`src/rtl/rxq_pkg.sv`:
```
package rxq_pkg;
  typedef struct packed {
    logic [3:0] status;
    logic [7:0] data;
  } rx_entry_t;

  typedef struct packed {
    logic pop;
    logic write;
    logic flush;
  } rxq_strobe_t;

  localparam logic [3:0] BREAK_STATUS = 4'b0100;
endpackage

```
`src/rtl/rxq_ctrl.sv`:
```
module rxq_ctrl
  import rxq_pkg::*;
#(
  parameter int DEPTH = 16,
  parameter int TRIG_LEVEL = 1,
  localparam int PTR_W = $clog2(DEPTH),
  localparam int CNT_W = PTR_W + 1
) (
  input  logic             clk,
  input  logic             rstN,
  input  logic             fifoEnable,
  input  logic             pushReq,
  input  logic             popRead,
  output rxq_strobe_t      strobe,
  output logic [PTR_W-1:0] wrSlot,
  output logic [PTR_W-1:0] rdSlot,
  output logic             modeQ,
  output logic             rxEmpty,
  output logic             rxFull,
  output logic             rxIntStatus,
  output logic [CNT_W-1:0] spaceAvail
);
  logic [CNT_W-1:0] countQ, cntAfterPop, cntNext, depthCur;
  logic [PTR_W-1:0] posQ, posAfterPop, ptrMask;
  logic modeChange, popEff, pushOk;

  assign depthCur    = modeQ ? CNT_W'(DEPTH) : CNT_W'(1);
  assign ptrMask     = modeQ ? PTR_W'(DEPTH - 1) : '0;
  assign modeChange  = fifoEnable != modeQ;

  always_comb begin
    cntAfterPop = countQ;
    posAfterPop = posQ;
    popEff      = popRead && !modeChange;
    if (popEff && countQ != '0) begin
      cntAfterPop = countQ - 1'b1;
      posAfterPop = (posQ + 1'b1) & ptrMask;
    end
    pushOk  = pushReq && !modeChange && (cntAfterPop < depthCur);
    cntNext = cntAfterPop + CNT_W'(pushOk);
  end

  assign wrSlot       = (posAfterPop + cntAfterPop[PTR_W-1:0]) & ptrMask;
  assign rdSlot       = posQ;
  assign strobe.pop   = popEff;
  assign strobe.write = pushOk;
  assign strobe.flush = modeChange;
  assign spaceAvail   = depthCur - countQ;

  always_ff @(posedge clk or negedge rstN) begin
    if (!rstN) begin
      countQ      <= '0;
      posQ        <= '0;
      modeQ       <= 1'b0;
      rxEmpty     <= 1'b1;
      rxFull      <= 1'b0;
      rxIntStatus <= 1'b0;
    end else if (modeChange) begin
      countQ  <= '0;
      posQ    <= '0;
      modeQ   <= fifoEnable;
      rxEmpty <= 1'b1;
      rxFull  <= 1'b0;
    end else begin
      countQ  <= cntNext;
      posQ    <= posAfterPop;
      rxEmpty <= (cntNext == '0);
      if (pushOk)      rxFull <= (cntNext == depthCur);
      else if (popEff) rxFull <= 1'b0;
      if (pushOk && cntNext == CNT_W'(TRIG_LEVEL))
        rxIntStatus <= 1'b1;
      else if (popEff && (cntAfterPop + 1'b1) == CNT_W'(TRIG_LEVEL))
        rxIntStatus <= 1'b0;
    end
  end
endmodule

```
`src/rtl/rxq_datapath.sv`:
```
module rxq_datapath
  import rxq_pkg::*;
#(
  parameter int DEPTH = 16,
  localparam int PTR_W = $clog2(DEPTH)
) (
  input  logic             clk,
  input  logic             rstN,
  input  logic             loopbackEn,
  input  logic             rxValid,
  input  logic [7:0]       rxData,
  input  logic [3:0]       rxFlags,
  input  logic             rxBreak,
  input  logic             loopValid,
  input  logic [7:0]       loopData,
  input  logic             statusClear,
  input  rxq_strobe_t      strobe,
  input  logic [PTR_W-1:0] wrSlot,
  input  logic [PTR_W-1:0] rdSlot,
  output logic             pushReq,
  output logic [11:0]      readData,
  output logic [3:0]       rxStatus
);
  rx_entry_t newEntry;
  rx_entry_t slots [DEPTH];

  always_comb begin
    pushReq  = 1'b0;
    newEntry = '0;
    if (loopbackEn) begin
      pushReq       = loopValid;
      newEntry.data = loopData;
    end else if (rxBreak) begin
      pushReq         = 1'b1;
      newEntry.status = BREAK_STATUS;
    end else if (rxValid) begin
      pushReq  = 1'b1;
      newEntry = '{status: rxFlags, data: rxData};
    end
  end

  for (genvar s = 0; s < DEPTH; s++) begin : g_slot
    always_ff @(posedge clk or negedge rstN) begin
      if (!rstN)
        slots[s] <= '0;
      else if (strobe.write && wrSlot == PTR_W'(s))
        slots[s] <= newEntry;
    end
  end

  assign readData = slots[rdSlot];

  always_ff @(posedge clk or negedge rstN) begin
    if (!rstN)            rxStatus <= '0;
    else if (strobe.pop)  rxStatus <= slots[rdSlot].status;
    else if (statusClear) rxStatus <= '0;
  end
endmodule

```
`src/rtl/rx_char_queue.sv`:
```
module rx_char_queue
  import rxq_pkg::*;
#(
  parameter int DEPTH = 16,
  parameter int TRIG_LEVEL = 1,
  localparam int PTR_W = $clog2(DEPTH),
  localparam int CNT_W = PTR_W + 1
) (
  input  logic             clk,
  input  logic             rstN,
  input  logic             fifoEnable,
  input  logic             loopbackEn,
  input  logic             rxValid,
  input  logic [7:0]       rxData,
  input  logic [3:0]       rxFlags,
  input  logic             rxBreak,
  input  logic             loopValid,
  input  logic [7:0]       loopData,
  input  logic             popRead,
  output logic [11:0]      readData,
  input  logic             statusClear,
  output logic [3:0]       rxStatus,
  output logic             rxEmpty,
  output logic             rxFull,
  output logic             rxIntStatus,
  output logic [CNT_W-1:0] spaceAvail
);
  rxq_strobe_t      strobe;
  logic [PTR_W-1:0] wrSlot, rdSlot;
  logic             pushReq, modeQ;

  rxq_ctrl #(.DEPTH(DEPTH), .TRIG_LEVEL(TRIG_LEVEL)) ctrl_i (
    .clk(clk), .rstN(rstN), .fifoEnable(fifoEnable), .pushReq(pushReq),
    .popRead(popRead), .strobe(strobe), .wrSlot(wrSlot), .rdSlot(rdSlot),
    .modeQ(modeQ), .rxEmpty(rxEmpty), .rxFull(rxFull),
    .rxIntStatus(rxIntStatus), .spaceAvail(spaceAvail)
  );

  rxq_datapath #(.DEPTH(DEPTH)) dp_i (
    .clk(clk), .rstN(rstN), .loopbackEn(loopbackEn), .rxValid(rxValid),
    .rxData(rxData), .rxFlags(rxFlags), .rxBreak(rxBreak),
    .loopValid(loopValid), .loopData(loopData), .statusClear(statusClear),
    .strobe(strobe), .wrSlot(wrSlot), .rdSlot(rdSlot), .pushReq(pushReq),
    .readData(readData), .rxStatus(rxStatus)
  );
endmodule

```
`config.mk`:
```
export PLATFORM = sky130hd
export DESIGN_NAME = rx_char_queue
export DESIGN_NICKNAME = d
export VERILOG_FILES = /design/src/rtl/rxq_pkg.sv /design/src/rtl/rxq_ctrl.sv /design/src/rtl/rxq_datapath.sv /design/src/rtl/rx_char_queue.sv
export SDC_FILE = /design/constraint.sdc
export NUM_CORES = 1
export LEC_CHECK = 0
export BUFFER_PORTS_ARGS = -buffer_cell sky130_fd_sc_hd__buf_2
export CAP_MARGIN = 20
export CORE_MARGIN = 4
export CORE_UTILIZATION = 55
export CTS_CLUSTER_SIZE = 10
export DETAILED_ROUTE_END_ITERATION = 8
export HOLD_SLACK_MARGIN = 0.08
export PLACE_DENSITY = 0.84
export REMOVE_ABC_BUFFERS = 1
export SYNTH_ARGS = -nofsm -noshare
export SYNTH_HDL_FRONTEND = slang
export SYNTH_SLANG_ARGS = --single-unit
```
`constraint.sdc`:
```
create_clock -name clk -period 7.9 [get_ports clk]
set_clock_uncertainty 0.05 [all_clocks]
set_input_delay 2.37 -clock clk [delete_from_list [all_inputs] [get_ports clk]]
set_output_delay 2.37 -clock clk [all_outputs]
set_load 0.005 [all_outputs]
```
==> flow_summary.json, run 1 <==
{
  "routed_wirelength_um": 24900,
  "layout_common_cells": "207 x sky130_fd_sc_hd__dfrtp_1, 185 x sky130_fd_sc_hd__mux2_2, 51 x sky130_fd_sc_hd__buf_2, 41 x sky130_fd_sc_hd__mux2i_1, 32 x sky130_fd_sc_hd__nand2_1",
  "max_freq_ghz": 0.164,
  "timing.setup.tns_ns": 0,
  "yosysWarningCount": 0,
  "routabilityCongestion": 0.865,
  "synth.largest_area_cell": "sky130_fd_sc_hd__dfrtp_1",
  "synth_cell_types": 58,
  "route.vias.total": 6771,
  "die_w_um": 147,
  "critical-path-max-stage-delay_ns": 0.85,
  "kind_of_critical_path": "in -> reg",
  "synth-edff-count": 0,
  "clk_latency_ns": 0.51,
  "placement_rows": 50,
  "hold_bufs_at_cts": 0,
  "syn_avg_cell_area_um2": 13.3,
  "place_worst_setup_slack_ns": 1.36,
  "timing.hold.worst.class": "reg -> reg",
  "path_common_cell": "sky130_fd_sc_hd__xnor2_1",
  "report.power.total_mw": 3.09,
  "cts_sinks": 209,
  "report.final.setup_viol": 0,
  "post_route_cells_drive_above_1_share": 0.409,
  "placeableCoreArea_mm2": 0.0188,
  "max_cap_violations": 0,
  "initial_utilization": 0.562,
  "maximum_number_of_pins_on_one_net_before_global_route_repair": 93,
  "part_of_the_yosys_area_used_for_sequential_elements": 0.496,
  "remaining_antenna_violation_count": 0,
  "area_of_the_die_mm2": 0.0215,
  "drc": 0,
  "grt_pass1_vias": 7044,
  "worst_path_max_delay_cell": "sky130_fd_sc_hd__nand4_1",
  "rsz_0062_raised_after_global_routing": "false",
  "final_hold_viol_count": 0,
  "ioPinCount": 53,
  "worst-endpoint-arrival_ns": 6.44,
  "ffs_latches_synth": 209,
  "number_of_pins_exceeding_their_max_slew_limit_in_the_final_report": 0,
  "crit_path_cell_trace": "buf_2, xnor2_1, buf_4, nand3_4, xnor2_1, ha_1, inv_1, fa_1, xor2_1, nor2_2, and3_1, nand4_1, mux2_2",
  "finalNonFillerCells": 1061,
  "h_tree_level_count": 1,
  "numPortBuffers": 52,
  "clk_root_buffer_cell": "sky130_fd_sc_hd__clkbuf_16",
  "category_of_the_worst_setup_path_launch_point": "input pin",
  "initial_detailed_routing_violation_count": 539,
  "vias_per_cell": 6.38,
  "groute.usage.overall": 0.234,
  "post_synth_instance_area_mm2": 0.0106,
  "drtPass1Iterations": 5,
  "die_height_um": 147,
  "path_clk_slew_ns": 0.05,
  "post_synth_main_area_contributors": "sky130_fd_sc_hd__dfrtp_1 49%, sky130_fd_sc_hd__mux2_2 20%, sky130_fd_sc_hd__mux4_2 5.1%, sky130_fd_sc_hd__mux2i_1 3.9%, sky130_fd_sc_hd__o21ai_0 1.5%",
  "synthCells": 793,
  "routed_wire_length_per_instance_um": 23.5,
  "tritoncts": "built",
  "cts_post_setup_buffers_inserted": 0,
  "antenna_cells": 0,
  "cp-end-kind": "register",
  "finalWorstPathRequiredPeriod_ns": 6.11,
  "detailed_place_hpwl_um": 15000,
  "grt_overflow": 0,
  "final_nets": 862,
  "critPathRequiredTime_ns": 8.23,
  "critPathBufInv": 3,
  "post-route-period-util": 0.773,
  "run_status": "finished clean",
  "mostFrequentLayoutCell": "sky130_fd_sc_hd__dfrtp_1",
  "critical-path-top-delay-family": "simple AND/OR/NAND/NOR gates",
  "ys.flop_type": "sky130_fd_sc_hd__dfrtp_1",
  "irDropWorstVdd_mv": 0.216,
  "first_pass_grt_wire_length_um": 39900,
  "power.leakage_nw": 5.53,
  "grt_antenna_before_repair": 0,
  "async_reset_ff_frac": 1.00,
  "tightest_slew_ns": 1.19,
  "total_instance_count_after_detailed_placement": 1027,
  "ctsResizeCount": 0,
  "clockBufferDepth": 3,
  "area.growth.synth_to_final_pct": 10.2,
  "timing.critical_path.fanout_max": 14,
  "cts_buffers": 25,
  "timing.final.ws_setup_ns": 1.79,
  "synth_top_area_share": 0.493,
  "fin_util": 0.620,
  "timing.max_slew.rel_slack": 0.208,
  "power_density_mw_per_mm2": 266
}
## logic make-up (layout without fill, tap and decap cells)
| kind of cell | after synthesis | after routing | share of synthesized area |
|---|---|---|---|
| mux | 268 | 268 | 0.310 |
| flops | 209 | 209 | 0.496 |
| compound gates | 112 | 112 | 0.0793 |
| simple gates | 102 | 102 | 0.0541 |
| buf+inv | 77 | 111 | 0.0330 |
| xor+xnor | 14 | 14 | 0.0138 |
| fa+ha+maj | 11 | 11 | 0.0138 |
## metal layers
layer / GRT usage / share of wire / up-vias
met2: 0.371 / 0.47 / 225
met4: 0.0781 / 0.028 / 0
li1: - / - / 2981
met1: 0.331 / 0.44 / 3511
met5: 0 / 0 / -
met3: 0.0385 / 0.063 / 54
## synthesized netlist by cell type, types with 5 or more instances
cell type,n
sky130_fd_sc_hd__clkbuf_1,35
sky130_fd_sc_hd__nor3b_1,6
sky130_fd_sc_hd__nand4_1,8
sky130_fd_sc_hd__ha_1,10
sky130_fd_sc_hd__xnor2_1,10
sky130_fd_sc_hd__dfrtp_1,208
sky130_fd_sc_hd__a21o_1,6
sky130_fd_sc_hd__o21ai_0,31
sky130_fd_sc_hd__buf_4,8
sky130_fd_sc_hd__buf_1,9
sky130_fd_sc_hd__inv_1,12
sky130_fd_sc_hd__and2_1,5
sky130_fd_sc_hd__buf_2,11
sky130_fd_sc_hd__a21oi_1,17
sky130_fd_sc_hd__mux2i_1,41
sky130_fd_sc_hd__mux2_2,185
sky130_fd_sc_hd__a22o_1,10
sky130_fd_sc_hd__a221oi_1,13
sky130_fd_sc_hd__mux4_2,24
sky130_fd_sc_hd__nand2_1,32
sky130_fd_sc_hd__nor2_1,12
sky130_fd_sc_hd__mux2_1,8
sky130_fd_sc_hd__nor3_1,8
sky130_fd_sc_hd__a22oi_1,13
sky130_fd_sc_hd__mux2_4,10
## worst register-to-register path: cells and delay by family (launching register included)
family | cells | cell delay, ns
buffers and inverters | 2 | 0.60
adders and majority gates | 2 | 0.55
xor gates and xnor gates | 1 | 0.20
and+or+nand+nor | 3 | 1.60
AOI/OAI and AO/OA | 1 | 0.18
DFF | 1 | 1.06
muxes | 2 | 0.87
## per-stage QoR
| stage | hold slack, ns | instance area, µm² |
|---|---|---|
| after global routing | 0.461 | 11600 |
| after global placement | 0.418 | 10900 |
| final | 0.443 | 11600 |
| after detailed placement | 0.431 | 10900 |
| after floorplan | 0.403 | 10200 |
| after CTS | 0.444 | 11600 |
## worst paths after layout
kind / from / end / slack [ns] / cells after the start
max reg2reg: ctrl_i.rdSlot[0]$_DFF_PN0_ / dp_i.slots[14]$_DFFE_PN0P_ / 2.66 / 11
min: dp_i.slots[9]$_DFFE_PN0P_ / dp_i.slots[9]$_DFFE_PN0P_ / 0.44 / 1
max: fifoEnable / dp_i.slots[14]$_DFFE_PN0P_ / 1.79 / 13
min reg2reg: dp_i.slots[9]$_DFFE_PN0P_ / dp_i.slots[9]$_DFFE_PN0P_ / 0.44 / 1
max in group asynchronous: rstN / ctrl_i.rdSlot[0]$_DFF_PN0_ / 4.48 / 2
min in group asynchronous: rstN / dp_i.slots[160]$_DFFE_PN0P_ / 1.87 / 1
## cell type report
cell class	count	area, µm²
Clock buffer	31	668
Clock inverter	1	5.00
Fill cell	1401	7140
Inverter	12	45.0
Multi-Input combinational cell	507	4980
Sequential cell	209	5240
Tap cell	234	293
Timing Repair Buffer	67	405
## power breakdown
group          internal, mW  switching (mW)  total, mW
Clock                 0.582           0.406      0.987
Sequential             1.23           0.118       1.35
Combinational         0.389           0.363      0.752
## sequential cells by signal, indices dropped and copies added, names as in the netlist
register and cells:
ctrl_i.rdSlot 4, ctrl_i.rxFull 1, ctrl_i.countQ 5, dp_i.rxStatus 4, dp_i.slots 192, ctrl_i.rxEmpty 1, ctrl_i.rxIntStatus 1, ctrl_i.modeQ 1
(Power assumes the default switching activity.)
==> inputs of run 2 (changes only) <==
==> constraint.sdc (replaced) <==
create_clock -name clk -period 6.1 [get_ports clk]
set_clock_uncertainty 0.05 [all_clocks]
set_input_delay 1.83 -clock clk [delete_from_list [all_inputs] [get_ports clk]]
set_output_delay 1.83 -clock clk [all_outputs]
set_load 0.005 [all_outputs]
==> run 2 against run 1 <==
Wire length decreased by 0.51%. Critical path type unchanged. Sequential cell count unchanged. Die area did not move. Final cell count rose by 1.9%. Largest power group unchanged. Power is 30% higher. Sequential power is 27% higher.
==> flow_summary.json, run 2 (synthesized netlist as in run 1, its figures left out) <==
{
  "h_tree_level_count": 1,
  "clk_latency_ns": 0.50,
  "power_density_mw_per_mm2": 340,
  "power.leakage_nw": 5.63,
  "holdPathEnd": "dp_i.slots[103]$_DFFE_PN0P_",
  "largest_reg_flops": 192,
  "max_freq_ghz": 0.195,
  "category_of_the_worst_setup_path_launch_point": "input pin",
  "grt_antenna_before_repair": 0,
  "critical-path-top-delay-family": "compound AO/OA/AOI/OAI gates",
  "crit_path_cell_trace": "buf_2, xnor2_1, buf_4, a41oi_1, buf_4, ha_1, or3_1, o41a_4, inv_1, ha_1, ha_1, a21bo_2, nor2_1, a22oi_1, o41ai_1",
  "antenna_cells": 0,
  "crit_path_start": "fifoEnable",
  "fin_util": 0.628,
  "regMostFlops": "dp_i.slots",
  "timing.hold.worst.class": "reg -> reg",
  "final_hold_viol_count": 0,
  "routabilityCongestion": 0.880,
  "critPathRequiredTime_ns": 6.43,
  "routed_wirelength_um": 24800,
  "numPortBuffers": 52,
  "path_common_cell": "sky130_fd_sc_hd__ha_1",
  "placement_rows": 50,
  "finalInstanceArea_mm2": 0.0118,
  "detailed_place_hpwl_um": 15700,
  "holdPathStages": 1,
  "number_of_pins_exceeding_their_max_slew_limit_in_the_final_report": 0,
  "finalNonFillerCells": 1081,
  "timing.critical_path.fanout_max": 13,
  "drc": 0,
  "timing.max_slew.rel_slack": 0.350,
  "tightest_slew_ns": 0.970,
  "area_of_the_die_mm2": 0.0215,
  "groute.usage.overall": 0.229,
  "regToRegEndpoint": "dp_i.slots[146]$_DFFE_PN0P_",
  "ctsResizeCount": 0,
  "postPlaceCellArea_mm2": 0.0111,
  "register_area_mm2": 0.00524,
  "remaining_antenna_violation_count": 0,
  "worst-endpoint-arrival_ns": 5.47,
  "clockBufferDepth": 3,
  "vias_per_cell": 6.42,
  "path_clk_slew_ns": 0.06,
  "die_height_um": 147,
  "regToRegStartpoint": "ctrl_i.countQ[0]$_DFF_PN0_",
  "final_nets": 884,
  "drtPass1Iterations": 5,
  "post-route-period-util": 0.841,
  "cp-end-kind": "register",
  "run_status": "finished clean",
  "routed_wire_length_per_instance_um": 22.9,
  "layout_common_cells": "207 x sky130_fd_sc_hd__dfrtp_1, 185 x sky130_fd_sc_hd__mux2_2, 51 x sky130_fd_sc_hd__buf_2, 41 x sky130_fd_sc_hd__mux2i_1, 35 x sky130_fd_sc_hd__buf_4",
  "tritoncts": "built",
  "timing.final.ws_setup_ns": 0.968,
  "grt_pass1_vias": 7107,
  "die_w_um": 147,
  "first_pass_grt_wire_length_um": 39400,
  "mostFrequentLayoutCell": "sky130_fd_sc_hd__dfrtp_1",
  "post_route_cells_drive_above_1_share": 0.426,
  "area.growth.synth_to_final_pct": 11.7,
  "irDropWorstVdd_mv": 0.222,
  "r2r_setup_slack_ns": 1.39,
  "placeableCoreArea_mm2": 0.0188,
  "hp-start": "dp_i.slots[103]$_DFFE_PN0P_",
  "timing.setup.tns_ns": 0,
  "final.hold.worst_slack_ns": 0.432,
  "route.vias.total": 6937,
  "nFillCells": 1350,
  "timing.reg2reg.worst_path_depth": 15,
  "total_instance_count_after_detailed_placement": 1050,
  "hold_bufs_at_cts": 0,
  "report.power.total_mw": 4.01,
  "multi_input_logic_area_mm2": 0.00498,
  "cts_post_setup_buffers_inserted": 0,
  "kind_of_critical_path": "in -> reg",
  "maximum_number_of_pins_on_one_net_before_global_route_repair": 100,
  "cts_buffers": 25,
  "initial_detailed_routing_violation_count": 663,
  "place_worst_setup_slack_ns": 0.463,
  "rsz_0062_raised_after_global_routing": "false",
  "finalWorstPathRequiredPeriod_ns": 5.13,
  "report.final.setup_viol": 0,
  "worst_path_max_delay_cell": "sky130_fd_sc_hd__o41a_4",
  "initial_utilization": 0.562,
  "max_cap_violations": 0,
  "critPathBufInv": 4,
  "critical-path-max-stage-delay_ns": 0.45,
  "cts_sinks": 209,
  "grt_overflow": 0,
  "clk_root_buffer_cell": "sky130_fd_sc_hd__clkbuf_16",
  "layout_top_registers": "dp_i.slots: 192 flops, ctrl_i.countQ: 5 flops",
  "ioPinCount": 53
}
## run 2: how the worst max path moves through the flow
stage | end | slack, ns | cells past startpoint
CTS | dp_i.slots[191]$_DFFE_PN0P_ | 0.97 | 13
global route | ctrl_i.rxFull$_DFFE_PN0P_ | 0.75 | 15
finish | ctrl_i.rxFull$_DFFE_PN0P_ | 0.97 | 15
floorplan | dp_i.slots[180]$_DFFE_PN0P_ | 0.16 | 12
detailed placement | dp_i.slots[187]$_DFFE_PN0P_ | 0.46 | 13
global placement | dp_i.slots[187]$_DFFE_PN0P_ | 0.63 | 13
## run 2: layout make-up
cell class                 instances  area share
multi-input combinational        507       0.423
timing repair buffer              89      0.0481
clock buffer                      28      0.0557
tap                              234      0.0248
clock inverter                     2    0.000849
sequential                       209       0.444
inverter                          12     0.00382
## run 2: power breakdown
part | switching (mW) | internal, mW | leakage (nW)
Combinational | 0.508 | 0.511 | 2.43
Clock | 0.521 | 0.748 | 0.331
Sequential | 0.121 | 1.60 | 2.87
Total | 1.15 | 2.86 | 5.63
## run 2: routing by layer
| layer | vias up | track usage | part of all wire |
|---|---|---|---|
| met3 | 47 | 0.0298 | 0.068 |
| met1 | 3607 | 0.333 | 0.43 |
| li1 | 3022 | - | - |
| met2 | 261 | 0.365 | 0.48 |
| met4 | 0 | 0.0663 | 0.022 |
| met5 | - | 0 | 0 |
==> inputs of run 3 (changes only) <==
--- a/config.mk
+++ b/config.mk
@@ -5,6 +5,7 @@
 export SDC_FILE = /design/constraint.sdc
 export NUM_CORES = 1
 export LEC_CHECK = 0
+export ABC_AREA = 1
 export BUFFER_PORTS_ARGS = -buffer_cell sky130_fd_sc_hd__buf_2
 export CAP_MARGIN = 20
 export CORE_MARGIN = 4
@@ -12,7 +13,7 @@
 export CTS_CLUSTER_SIZE = 10
 export DETAILED_ROUTE_END_ITERATION = 8
 export HOLD_SLACK_MARGIN = 0.08
-export PLACE_DENSITY = 0.84
+export PLACE_DENSITY = 0.86
 export REMOVE_ABC_BUFFERS = 1
 export SYNTH_ARGS = -nofsm -noshare
 export SYNTH_HDL_FRONTEND = slang
==> constraint.sdc (replaced) <==
create_clock -name clk -period 4.4 [get_ports clk]
set_clock_uncertainty 0.05 [all_clocks]
set_input_delay 1.32 -clock clk [delete_from_list [all_inputs] [get_ports clk]]
set_output_delay 1.32 -clock clk [all_outputs]
set_load 0.005 [all_outputs]
==> run 3 against run 2 <==
Sequential share of layout area fell by 2.8 points. Critical path depth is 5 lower. Area after synthesis is 7.9% higher. Combinational power increased to 2.6 times the previous value. Highest routed layer unchanged. Die area rose by 7.4%. Core utilization shrank 0.81 points. Wire length increased by 29%. Synthesized cell count is 89% higher. Critical endpoint is now readData[10]. Final cell count grew 67%. Sequential power rose by 59%. Largest cell class unchanged.
==> flow_summary.json, run 3 <==
{
  "area.growth.synth_to_final_pct": 10.6,
  "power_density_mw_per_mm2": 573,
  "final_nets": 1566,
  "groute.usage.overall": 0.272,
  "report.power.total_mw": 7.21,
  "run_status": "finished clean",
  "die_w_um": 152,
  "tritoncts": "built",
  "area_share_of_xor_xnor_cells_in_the_synthesized_design": 0.00462,
  "path_clk_slew_ns": 0.06,
  "category_of_the_worst_setup_path_launch_point": "register",
  "post_synthesis_share_of_cell_area_spent_on_and_or_nand_and_nor_gates": 0.281,
  "syn_avg_cell_area_um2": 7.60,
  "drc": 0,
  "finalWorstPathRequiredPeriod_ns": 4.11,
  "part_of_the_yosys_area_used_for_sequential_elements": 0.460,
  "rsz_0062_raised_after_global_routing": "false",
  "routabilityCongestion": 0.908,
  "maximum_number_of_pins_on_one_net_before_global_route_repair": 106,
  "ys.flop_type": "sky130_fd_sc_hd__dfrtp_1",
  "place_worst_setup_slack_ns": 0.0332,
  "clockBufferDepth": 3,
  "grt_antenna_before_repair": 0,
  "critPathRequiredTime_ns": 3.03,
  "finalInstanceArea_mm2": 0.0126,
  "number_of_pins_exceeding_their_max_slew_limit_in_the_final_report": 0,
  "layout_top_registers": "dp_i.slots: 192 flops, ctrl_i.countQ: 5 flops",
  "first_pass_grt_wire_length_um": 52300,
  "worst-endpoint-arrival_ns": 2.74,
  "timing.final.ws_setup_ns": 0.293,
  "cp-end-kind": "primary output",
  "irDropWorstVdd_mv": 0.325,
  "synth_mux_area_frac": 0,
  "post-route-period-util": 0.933,
  "synth_top_area_share": 0.457,
  "post_synth_instance_area_mm2": 0.0114,
  "detailed_place_hpwl_um": 20600,
  "remaining_antenna_violation_count": 0,
  "numPortBuffers": 52,
  "drtPass1Iterations": 6,
  "cts_sinks": 209,
  "timing.max_slew.rel_slack": 0.398,
  "h_tree_level_count": 1,
  "placeableCoreArea_mm2": 0.0203,
  "hold_bufs_at_cts": 0,
  "placement_rows": 52,
  "initial_utilization": 0.561,
  "layout_common_cells": "499 x sky130_fd_sc_hd__nand2_1, 206 x sky130_fd_sc_hd__dfrtp_1, 142 x sky130_fd_sc_hd__nand3_1, 141 x sky130_fd_sc_hd__inv_1, 96 x sky130_fd_sc_hd__o21bai_1",
  "die_height_um": 152,
  "synthCells": 1498,
  "ctsResizeCount": 0,
  "initial_detailed_routing_violation_count": 1234,
  "postPlaceCellArea_mm2": 0.0119,
  "cts_buffers": 25,
  "routed_wire_length_per_instance_um": 17.7,
  "most_frequent_cell_after_synthesis": "sky130_fd_sc_hd__nand2_1",
  "grt_pass1_vias": 10200,
  "ioPinCount": 53,
  "kind_of_critical_path": "reg -> out",
  "synth-edff-count": 0,
  "timing.critical_path.fanout_max": 12,
  "post_synth_fa_ha_maj_area_fraction": 0.0128,
  "yosysWarningCount": 0,
  "tightest_slew_ns": 0.903,
  "main_combinational_cell_family_by_area_after_synthesis": "simple AND/OR/NAND/NOR gates",
  "grt_overflow": 0,
  "post_synth_main_area_contributors": "sky130_fd_sc_hd__dfrtp_1 46%, sky130_fd_sc_hd__nand2_1 16%, sky130_fd_sc_hd__o21bai_1 6.3%, sky130_fd_sc_hd__nand3_1 6.2%, sky130_fd_sc_hd__inv_1 4.7%",
  "async_reset_ff_frac": 1.00,
  "yosys-top-cells-count": "499 x sky130_fd_sc_hd__nand2_1, 208 x sky130_fd_sc_hd__dfrtp_1, 142 x sky130_fd_sc_hd__inv_1, 142 x sky130_fd_sc_hd__nand3_1, 96 x sky130_fd_sc_hd__o21bai_1",
  "antenna_cells": 0,
  "largest_reg_flops": 192,
  "clk_latency_ns": 0.51,
  "vias_per_cell": 5.83,
  "regMostFlops": "dp_i.slots",
  "power.leakage_nw": 6.51,
  "clk_root_buffer_cell": "sky130_fd_sc_hd__clkbuf_16",
  "final_hold_viol_count": 0,
  "synth_cell_types": 40,
  "report.final.setup_viol": 0,
  "post_route_cells_drive_above_1_share": 0.111,
  "cts_post_setup_buffers_inserted": 0,
  "ffs_latches_synth": 209,
  "max_freq_ghz": 0.243,
  "timing.setup.tns_ns": 0,
  "mostFrequentLayoutCell": "sky130_fd_sc_hd__nand2_1",
  "area_of_the_die_mm2": 0.0231,
  "max_cap_violations": 0,
  "synth-compound-area-share": 0.148,
  "routed_wirelength_um": 31900,
  "route.vias.total": 10500,
  "synth.largest_area_cell": "sky130_fd_sc_hd__dfrtp_1",
  "timing.hold.worst.class": "reg -> reg"
}
-- run 3: cell count changes in the layout (fill, tap and decap cells not counted), sizes merged, moves of 38 or more --
cell	delta
a21oi	+38
inv	+137
mux2	-203
mux2i	-41
nand2	+474
nand3	+146
nor2	+55
o21ai	+64
o21bai	+96
-- run 3: logic make-up after synthesis --
kind of cell	count (synthesis)
flip-flops	209
adder cells (fa/ha/maj)	11
buffers and inverters	252
AO/OA/AOI/OAI	273
AND/OR/NAND/NOR	747
XOR/XNOR	6
-- run 3: power by group --
part / internal, mW / leakage (nW) / switching, mW
sequential: 2.48 / 2.56 / 0.265
combinational: 0.929 / 3.62 / 1.74
clock: 1.05 / 0.327 / 0.756
-- run 3: final cells by class --
class	count	area, µm²
Clock inverter	1	7.51
Sequential cell	209	5240
Fill cell	1715	7710
Clock buffer	36	677
Inverter	150	566
Tap cell	270	338
Multi-Input combinational cell	1037	5080
Timing Repair Buffer	103	677
-- run 3: worst max-delay path: stages, from the launching register on --
cell	delay [ns]
sky130_fd_sc_hd__dfrtp_1	0.61
sky130_fd_sc_hd__inv_1	0.11
sky130_fd_sc_hd__nor2_1	0.10
sky130_fd_sc_hd__buf_4	0.17
sky130_fd_sc_hd__clkinv_1	0.23
sky130_fd_sc_hd__buf_4	0.28
sky130_fd_sc_hd__a21oi_1	0.15
sky130_fd_sc_hd__o21ai_0	0.12
sky130_fd_sc_hd__nand4_1	0.18
sky130_fd_sc_hd__nand2_1	0.12
sky130_fd_sc_hd__buf_2	0.15
-- run 3: path summary, 6_finish.rpt --
| check | startpoint | endpoint | slack [ns] | cells after the start |
|---|---|---|---|---|
| max in group asynchronous | rstN | ctrl_i.rdSlot[1]$_DFF_PN0_ | 2.55 | 2 |
| max | ctrl_i.rdSlot[2]$_DFF_PN0_ | readData[10] | 0.29 | 10 |
| min | dp_i.slots[81]$_DFFE_PN0P_ | dp_i.slots[81]$_DFFE_PN0P_ | 0.42 | 2 |
| max reg2reg | ctrl_i.countQ[0]$_DFF_PN0_ | dp_i.slots[55]$_DFFE_PN0P_ | 0.73 | 20 |
| min reg2reg | dp_i.slots[81]$_DFFE_PN0P_ | dp_i.slots[81]$_DFFE_PN0P_ | 0.42 | 2 |
| min in group asynchronous | rstN | ctrl_i.countQ[1]$_DFF_PN0_ | 0.89 | 1 |
-- run 3: metal layers --
layer  routed length (µm)  vias to the layer above  track usage
li1                     -                     4849            -
met1                12600                     4927        0.370
met2                14800                      650        0.435
met3                 3410                      111       0.0526
met4                 1150                        0        0.104
met5                    0                        -            0
-- run 3: through the flow --
step | cells | utilization | hold WS (ns)
final | 1806 | 0.620 | 0.417
after CTS | 1806 | 0.620 | 0.417
after floorplan | 1396 | - | 0.387
after global routing | 1806 | 0.620 | 0.432
after global placement | 1769 | 0.586 | 0.397
after detailed placement | 1769 | 0.586 | 0.404
